## src/rtl/dfifo_fill_pkg.sv

```systemverilog
package dfifo_fill_pkg;

  typedef enum logic [0:0] {
    PRIO_IDLE   = 1'b0,
    PRIO_URGENT = 1'b1
  } prio_state_e;

  // Scale a threshold field into an entry count of the given width.
  function automatic int unsigned scaled_mark(input int unsigned field, input int unsigned unit);
    return field * unit;
  endfunction

endpackage

```

## src/rtl/dfifo_edge_rise.sv

```systemverilog
module dfifo_edge_rise (
  input  logic clk,
  input  logic rst_n,
  input  logic sig_i,
  output logic rise_o
);

  logic sig_q;

  always_ff @(posedge clk or negedge rst_n) begin
    if (!rst_n) begin
      sig_q <= 1'b0;
    end else begin
      sig_q <= sig_i;
    end
  end

  assign rise_o = sig_i & ~sig_q;

endmodule

```

## src/rtl/dfifo_level_track.sv

```systemverilog
module dfifo_level_track #(
  parameter int unsigned DEPTH = 64,
  localparam int unsigned LVL_W = $clog2(DEPTH + 1),
  localparam int unsigned PTR_W = (DEPTH > 1) ? $clog2(DEPTH) : 1
) (
  input  logic             clk,
  input  logic             rst_n,
  input  logic             push_i,
  input  logic             pop_i,
  input  logic             clear_i,
  output logic [LVL_W-1:0] level_o,
  output logic [PTR_W-1:0] wr_ptr_o,
  output logic [PTR_W-1:0] rd_ptr_o,
  output logic             full_o,
  output logic             empty_o
);

  localparam logic [LVL_W-1:0] DEPTH_L = LVL_W'(DEPTH);
  localparam logic [PTR_W-1:0] LAST_P  = PTR_W'(DEPTH - 1);
  localparam bit POW2 = ((DEPTH & (DEPTH - 1)) == 0);

  logic [LVL_W-1:0] lvl_q, lvl_d;
  logic [PTR_W-1:0] wr_q, wr_d, rd_q, rd_d;
  logic [PTR_W-1:0] wr_inc, rd_inc;
  logic             push_ok, pop_ok;
  logic             lvl_en, wr_en, rd_en;

  assign full_o  = (lvl_q == DEPTH_L);
  assign empty_o = (lvl_q == '0);
  assign push_ok = push_i & ~full_o;
  assign pop_ok  = pop_i & ~empty_o;

  // Pointer increment: natural wrap for power-of-two depths, explicit otherwise.
  generate
    if (POW2) begin : g_wrap_pow2
      assign wr_inc = wr_q + PTR_W'(1);
      assign rd_inc = rd_q + PTR_W'(1);
    end else begin : g_wrap_cmp
      assign wr_inc = (wr_q == LAST_P) ? '0 : wr_q + PTR_W'(1);
      assign rd_inc = (rd_q == LAST_P) ? '0 : rd_q + PTR_W'(1);
    end
  endgenerate

  always_comb begin
    lvl_d  = lvl_q;
    wr_d   = wr_q;
    rd_d   = rd_q;
    lvl_en = 1'b0;
    wr_en  = 1'b0;
    rd_en  = 1'b0;
    if (clear_i) begin
      lvl_d  = '0;
      wr_d   = '0;
      rd_d   = '0;
      lvl_en = 1'b1;
      wr_en  = 1'b1;
      rd_en  = 1'b1;
    end else begin
      if (push_ok) begin
        wr_d  = wr_inc;
        wr_en = 1'b1;
      end
      if (pop_ok) begin
        rd_d  = rd_inc;
        rd_en = 1'b1;
      end
      case ({push_ok, pop_ok})
        2'b10: begin
          lvl_d  = lvl_q + LVL_W'(1);
          lvl_en = 1'b1;
        end
        2'b01: begin
          lvl_d  = lvl_q - LVL_W'(1);
          lvl_en = 1'b1;
        end
        default: begin
          lvl_d  = lvl_q;
          lvl_en = 1'b0;
        end
      endcase
    end
  end

  always_ff @(posedge clk or negedge rst_n) begin
    if (!rst_n) begin
      lvl_q <= '0;
      wr_q  <= '0;
      rd_q  <= '0;
    end else begin
      if (lvl_en) lvl_q <= lvl_d;
      if (wr_en)  wr_q  <= wr_d;
      if (rd_en)  rd_q  <= rd_d;
    end
  end

  assign level_o  = lvl_q;
  assign wr_ptr_o = wr_q;
  assign rd_ptr_o = rd_q;

endmodule

```

## src/rtl/dfifo_prio_fsm.sv

```systemverilog
module dfifo_prio_fsm
  import dfifo_fill_pkg::*;
#(
  parameter int unsigned LVL_W   = 7,
  parameter int unsigned FIELD_W = 4,
  parameter int unsigned UNIT    = 4
) (
  input  logic               clk,
  input  logic               rst_n,
  input  logic [LVL_W-1:0]   level_i,
  input  logic [FIELD_W-1:0] start_i,
  input  logic [FIELD_W-1:0] end_i,
  input  logic               grant_i,
  input  logic               quiet_i,
  output logic               hipri_o
);

  localparam logic [LVL_W-1:0] UNIT_L = LVL_W'(scaled_mark(1, UNIT));

  prio_state_e      state_q, state_d;
  logic [LVL_W-1:0] start_mark, end_mark;
  logic             window_ok, leave_urgent;

  assign start_mark   = LVL_W'(start_i) * UNIT_L;
  assign end_mark     = LVL_W'(end_i) * UNIT_L;
  assign window_ok    = (end_mark > start_mark);
  assign leave_urgent = window_ok ? (level_i >= end_mark) : grant_i;

  always_comb begin
    state_d = state_q;
    if (quiet_i) begin
      state_d = PRIO_IDLE;
    end else begin
      case (state_q)
        PRIO_IDLE:   if (level_i <= start_mark) state_d = PRIO_URGENT;
        PRIO_URGENT: if (leave_urgent)          state_d = PRIO_IDLE;
        default:                                state_d = PRIO_IDLE;
      endcase
    end
  end

  always_ff @(posedge clk or negedge rst_n) begin
    if (!rst_n) begin
      state_q <= PRIO_IDLE;
    end else begin
      state_q <= state_d;
    end
  end

  assign hipri_o = (state_q == PRIO_URGENT) & ~quiet_i;

endmodule

```

## src/rtl/dfifo_fill_ctrl.sv

```systemverilog
module dfifo_fill_ctrl #(
  parameter int unsigned DEPTH   = 64,
  parameter int unsigned FIELD_W = 4,
  parameter int unsigned UNIT    = 4,
  localparam int unsigned LVL_W  = $clog2(DEPTH + 1),
  localparam int unsigned PTR_W  = (DEPTH > 1) ? $clog2(DEPTH) : 1
) (
  input  logic               clk,
  input  logic               rst_n,
  input  logic               push_i,
  input  logic               pop_i,
  input  logic [FIELD_W-1:0] prio_start_i,
  input  logic [FIELD_W-1:0] prio_end_i,
  input  logic               grant_i,
  input  logic               diag_en_i,
  output logic               fill_req_o,
  output logic               hipri_o,
  output logic [LVL_W-1:0]   level_o,
  output logic [PTR_W-1:0]   wr_ptr_o,
  output logic [PTR_W-1:0]   rd_ptr_o,
  output logic               full_o,
  output logic               empty_o
);

  logic diag_rise;

  dfifo_edge_rise u_diag_edge (
    .clk    (clk),
    .rst_n  (rst_n),
    .sig_i  (diag_en_i),
    .rise_o (diag_rise)
  );

  dfifo_level_track #(
    .DEPTH (DEPTH)
  ) u_level (
    .clk      (clk),
    .rst_n    (rst_n),
    .push_i   (push_i),
    .pop_i    (pop_i),
    .clear_i  (diag_rise),
    .level_o  (level_o),
    .wr_ptr_o (wr_ptr_o),
    .rd_ptr_o (rd_ptr_o),
    .full_o   (full_o),
    .empty_o  (empty_o)
  );

  dfifo_prio_fsm #(
    .LVL_W   (LVL_W),
    .FIELD_W (FIELD_W),
    .UNIT    (UNIT)
  ) u_prio (
    .clk     (clk),
    .rst_n   (rst_n),
    .level_i (level_o),
    .start_i (prio_start_i),
    .end_i   (prio_end_i),
    .grant_i (grant_i),
    .quiet_i (diag_en_i),
    .hipri_o (hipri_o)
  );

  assign fill_req_o = ~diag_en_i & ~full_o;

endmodule

```

## config.mk

```make
export PLATFORM = sky130hd
export DESIGN_NAME = dfifo_fill_ctrl
export DESIGN_NICKNAME = d
export VERILOG_FILES = /design/src/rtl/dfifo_fill_pkg.sv /design/src/rtl/dfifo_edge_rise.sv /design/src/rtl/dfifo_level_track.sv /design/src/rtl/dfifo_prio_fsm.sv /design/src/rtl/dfifo_fill_ctrl.sv
export SDC_FILE = /design/constraint.sdc
export NUM_CORES = 1
export LEC_CHECK = 0
export BUFFER_PORTS_ARGS = -buffer_cell sky130_fd_sc_hd__buf_2
export CORE_MARGIN = 1.5
export CORE_UTILIZATION = 40
export CTS_CLUSTER_SIZE = 12
export DETAILED_ROUTE_END_ITERATION = 12
export HOLD_SLACK_MARGIN = 0.02
export PLACE_DENSITY = 0.72
export SYNTH_ARGS = -nofsm -noshare
export SYNTH_HDL_FRONTEND = slang
export SYNTH_HIERARCHICAL = 1
export SYNTH_SLANG_ARGS = --single-unit
export TNS_END_PERCENT = 30
```

## constraint.sdc

```tcl
create_clock -name clk -period 8.37 [get_ports clk]
set_input_delay 0.837 -clock clk [delete_from_list [all_inputs] [get_ports clk]]
set_output_delay 0.837 -clock clk [all_outputs]
set_load 0.005 [all_outputs]
```

==> summary.md <==
| Metric | Value |
|---|---|
| Final nets | `246` |
| 1st-pass router iterations | `4` |
| Reg2Reg Setup Slack | `just under 5000 ps` |
| GR Util All Layers | `0.174` |
| Fin Setup TNS | `0 ps` |
| Crit path launch type | `register` |
| Std-Cell Rows | `23` |
| Core area | `4000 um2` |
| Post-DP HPWL | `2880 um` |
| Critical Path RT | `8520 ps` |
| Register Area | `around 530 um2` |
| Ys Warns | `6` |
| Outcome | `finished clean` |
| Reg2reg start | `u_level/level_o[1]` |
| Reg clk slew, reported paths | `approximately 80 ps` |
| Static Leak | `1.02 nW` |
| Cell area power density | `about 270 nW/um2` |
| Placed insts | `approximately 260` |
| Final setup vio count | `0` |
| Final wirelength | `about 3700 um` |
| Fmax | `about 290 MHz` |
| Vias in the first global route | `between 1000 and 1500` |
| Multi-input logic area | `1080 um2` |
| Die Ht | `around 68 um` |
| Yosys cell types | `48` |
| Final cycle utilization of the critical path | `0.417` |
| Cts repair resizes | `0` |
| Cts hold-fix bufs | `0` |
| Mapped Cells | `174` |
| Antenna-violating nets left | `0` |
| Via density | `5.47` |
| Commonest non-fill, non-tap cell in the layout | `buf_2` |
| Max-cap viol count | `0` |
| Crit. End Element | `register` |
| Clock Tree Root | `clkbuf_8` |
| Final min period | `3490 ps` |
| Most frequent cells in the layout | `buf_2 (36), dfrtp_1 (21), ha_1 (21)` |
| Non-filler cells, final | `259` |
| Worst hold path type | `input pin to asynchronous set/reset pin` |
| Area Growth Syn to Fin | `16.1%` |
| DIE AREA | `4590 um2` |
| Routed WL per cell | `~14 um` |
| Total gr overflow | `0` |
| Gp weighted congestion | `between 0.8 and 0.9` |
| Crit path kind | `register to register` |
| Worst Tran Pin Value | `about 630 ps` |
| Layout cells sized above 1 | `0.258` |
| Peak VDD IR | `0.0792 mV` |
| Final Max Tran Viols | `0` |
| First-pass GRT wire length | `approximately 6000 um` |
| Number of top-level pins | `37` |
| Syn_area_per_cell | `9.63 um2` |
| Vias | `1418` |
| Sequential fraction of the synthesis area | `0.314` |
| Fin Clk Skew | `0.729 ps` |
| Relative slew slack | `0.574` |
| Critical path fanouts, max | `13` |
| RSZ-0062 raised after global routing | `false` |
| I/O Buffers | `36` |
| First DRT Iteration DRCs | `52` |
| Largest net degree at the start of global routing | `24` |
| Latest clock arrival within the worst-skew pair | `260 ps` |
| Layout fillers | `~390` |
| Mapped cell area | `1680 um2` |
| Final hold violation count | `0` |
| Mapped Nets | `210` |
| Flops & latches, synth | `21` |
| Worst r2r dst | `u_level/level_o[6]` |
| CTS tree | `done` |
| Critical path arrival | `3640 ps` |
| DRC Markers | `0` |
| Num CTS Buffers | `3` |
| Starting density of the core | `0.419` |
| Initial antenna violation count | `0` |
| R2R cell count | `9` |
| Clock sink total | `21` |
| Die W | `67.7 um` |
| Clock tree buffer depth | `2` |
| Post-CTS Setup Repair Bufs | `0` |
| H-tree depth | `1` |
| Ant diodes | `0` |
[synthesized netlist by cell type, drive strengths merged]
library cell / n / share of area
nor3: 4 / 0.012
ha: 21 / 0.16
clkbuf: 4 / 0.0090
a21o: 3 / 0.013
xnor2: 6 / 0.031
a31oi: 3 / 0.011
mux2: 1 / 0.0067
or3: 1 / 0.0037
nor3b: 1 / 0.0045
and3b: 1 / 0.0052
a2111oi: 1 / 0.0090
nand2: 5 / 0.011
nand3: 4 / 0.012
o21a: 3 / 0.013
o32ai: 1 / 0.0052
nand4b: 2 / 0.010
a211oi: 2 / 0.0090
nand4: 6 / 0.022
a311oi: 1 / 0.0052
o31ai: 3 / 0.022
nor2b: 5 / 0.023
dfrtp: 21 / 0.31
a21oi: 7 / 0.021
mux2i: 2 / 0.012
inv: 14 / 0.031
o21bai: 1 / 0.0045
nor2: 20 / 0.045
xor2: 5 / 0.026
or4: 1 / 0.0067
or4b: 2 / 0.012
and3: 1 / 0.0037
nor4: 1 / 0.0037
o21ba: 1 / 0.0060
o311ai: 3 / 0.035
a211o: 4 / 0.021
a31o: 1 / 0.0052
nand2b: 1 / 0.0037
o21ai: 3 / 0.011
or2: 1 / 0.0037
a41oi: 1 / 0.0052
fa: 1 / 0.012
nand3b: 3 / 0.013
a21boi: 1 / 0.0045
buf: 1 / 0.0030
[final cells by class]
cell class / count / area share
timing repair buffer: 36 / 0.0927
multi-input combinational: 134 / 0.554
tap: 50 / 0.0322
sequential: 21 / 0.270
clock buffer: 3 / 0.0212
inverter: 14 / 0.0270
clock inverter: 1 / 0.00257
[routing by layer]
layer,wire length (um),vias up,share of wire,global-route usage
met5,0,-,0,0
met4,28,0,0.0075,0.0510
met3,149,2,0.040,0.0300
met2,1790,26,0.48,0.278
met1,1780,683,0.47,0.239
li1,-,707,-,-
[registers in the layout, summed over array words and instances, names as in the netlist]
| signal | cells |
|---|---|
| u_level/level_o | 7 |
| u_level/rd_ptr_o | 6 |
| u_level/wr_ptr_o | 6 |
| u_diag_edge/sig_q | 1 |
| u_prio/state_q | 1 |
[critical path: stages, from the launching register on]
cell	delay (ps)
dfrtp_1	470
or4_4	650
o31ai_4	290
inv_1	80
ha_1	370
ha_1	300
or4b_2	630
a21oi_1	130
nand3b_1	120
mux2_2	320
[through the flow]
| stage | total power, W | area, um2 | util | setup WS (ps) | hold slack, ps |
|---|---|---|---|---|---|
| final | 0.000521 | 1940 | 0.486 | 4880 | 532 |
| after CTS | 0.000524 | 1940 | 0.486 | 4880 | 543 |
| after floorplan | 0.000371 | 1680 | - | 5110 | 527 |
| after global placement | 0.000447 | 1900 | 0.475 | 4990 | 539 |
| after detailed placement | 0.000456 | 1900 | 0.475 | 4900 | 565 |
| after global routing | 0.000570 | 1940 | 0.486 | 4720 | 569 |
[worst max-delay path by stage]
| stage | start | to | slack [ps] | cells after the start |
|---|---|---|---|---|
| after floorplan | u_level/level_o[1] | u_level/level_o[6] | 5110 | 9 |
| final | u_level/level_o[1] | u_level/level_o[6] | 4880 | 9 |
| after CTS | u_level/level_o[1] | u_level/level_o[6] | 4880 | 9 |
| after global placement | u_level/level_o[1] | u_level/level_o[6] | 4990 | 9 |
| after detailed placement | u_level/level_o[1] | u_level/level_o[6] | 4900 | 9 |
| after global routing | u_level/level_o[1] | u_level/level_o[6] | 4720 | 9 |
[kinds of logic (layout without fill, tap and decap cells)]
logic type,count (synthesis),count (layout),share of synthesized area
and+or+nand+nor,59,59,0.196
AOI/OAI and AO/OA,39,39,0.202
adders and majority gates,22,22,0.169
DFF,21,21,0.314
buffers and inverters,19,54,0.0433
xor gates and xnor gates,11,11,0.0575
muxes,3,3,0.0187
[where the power goes]
part           leakage [nW]  switching [W]  internal (W)  total [W]
registers             0.279      0.0000469      0.000129   0.000176
clock network        0.0255      0.0000325     0.0000331  0.0000656
logic                 0.714       0.000152      0.000127   0.000279
total                  1.02       0.000231      0.000289   0.000521
No activity file was read; power rests on OpenSTA's default activity.
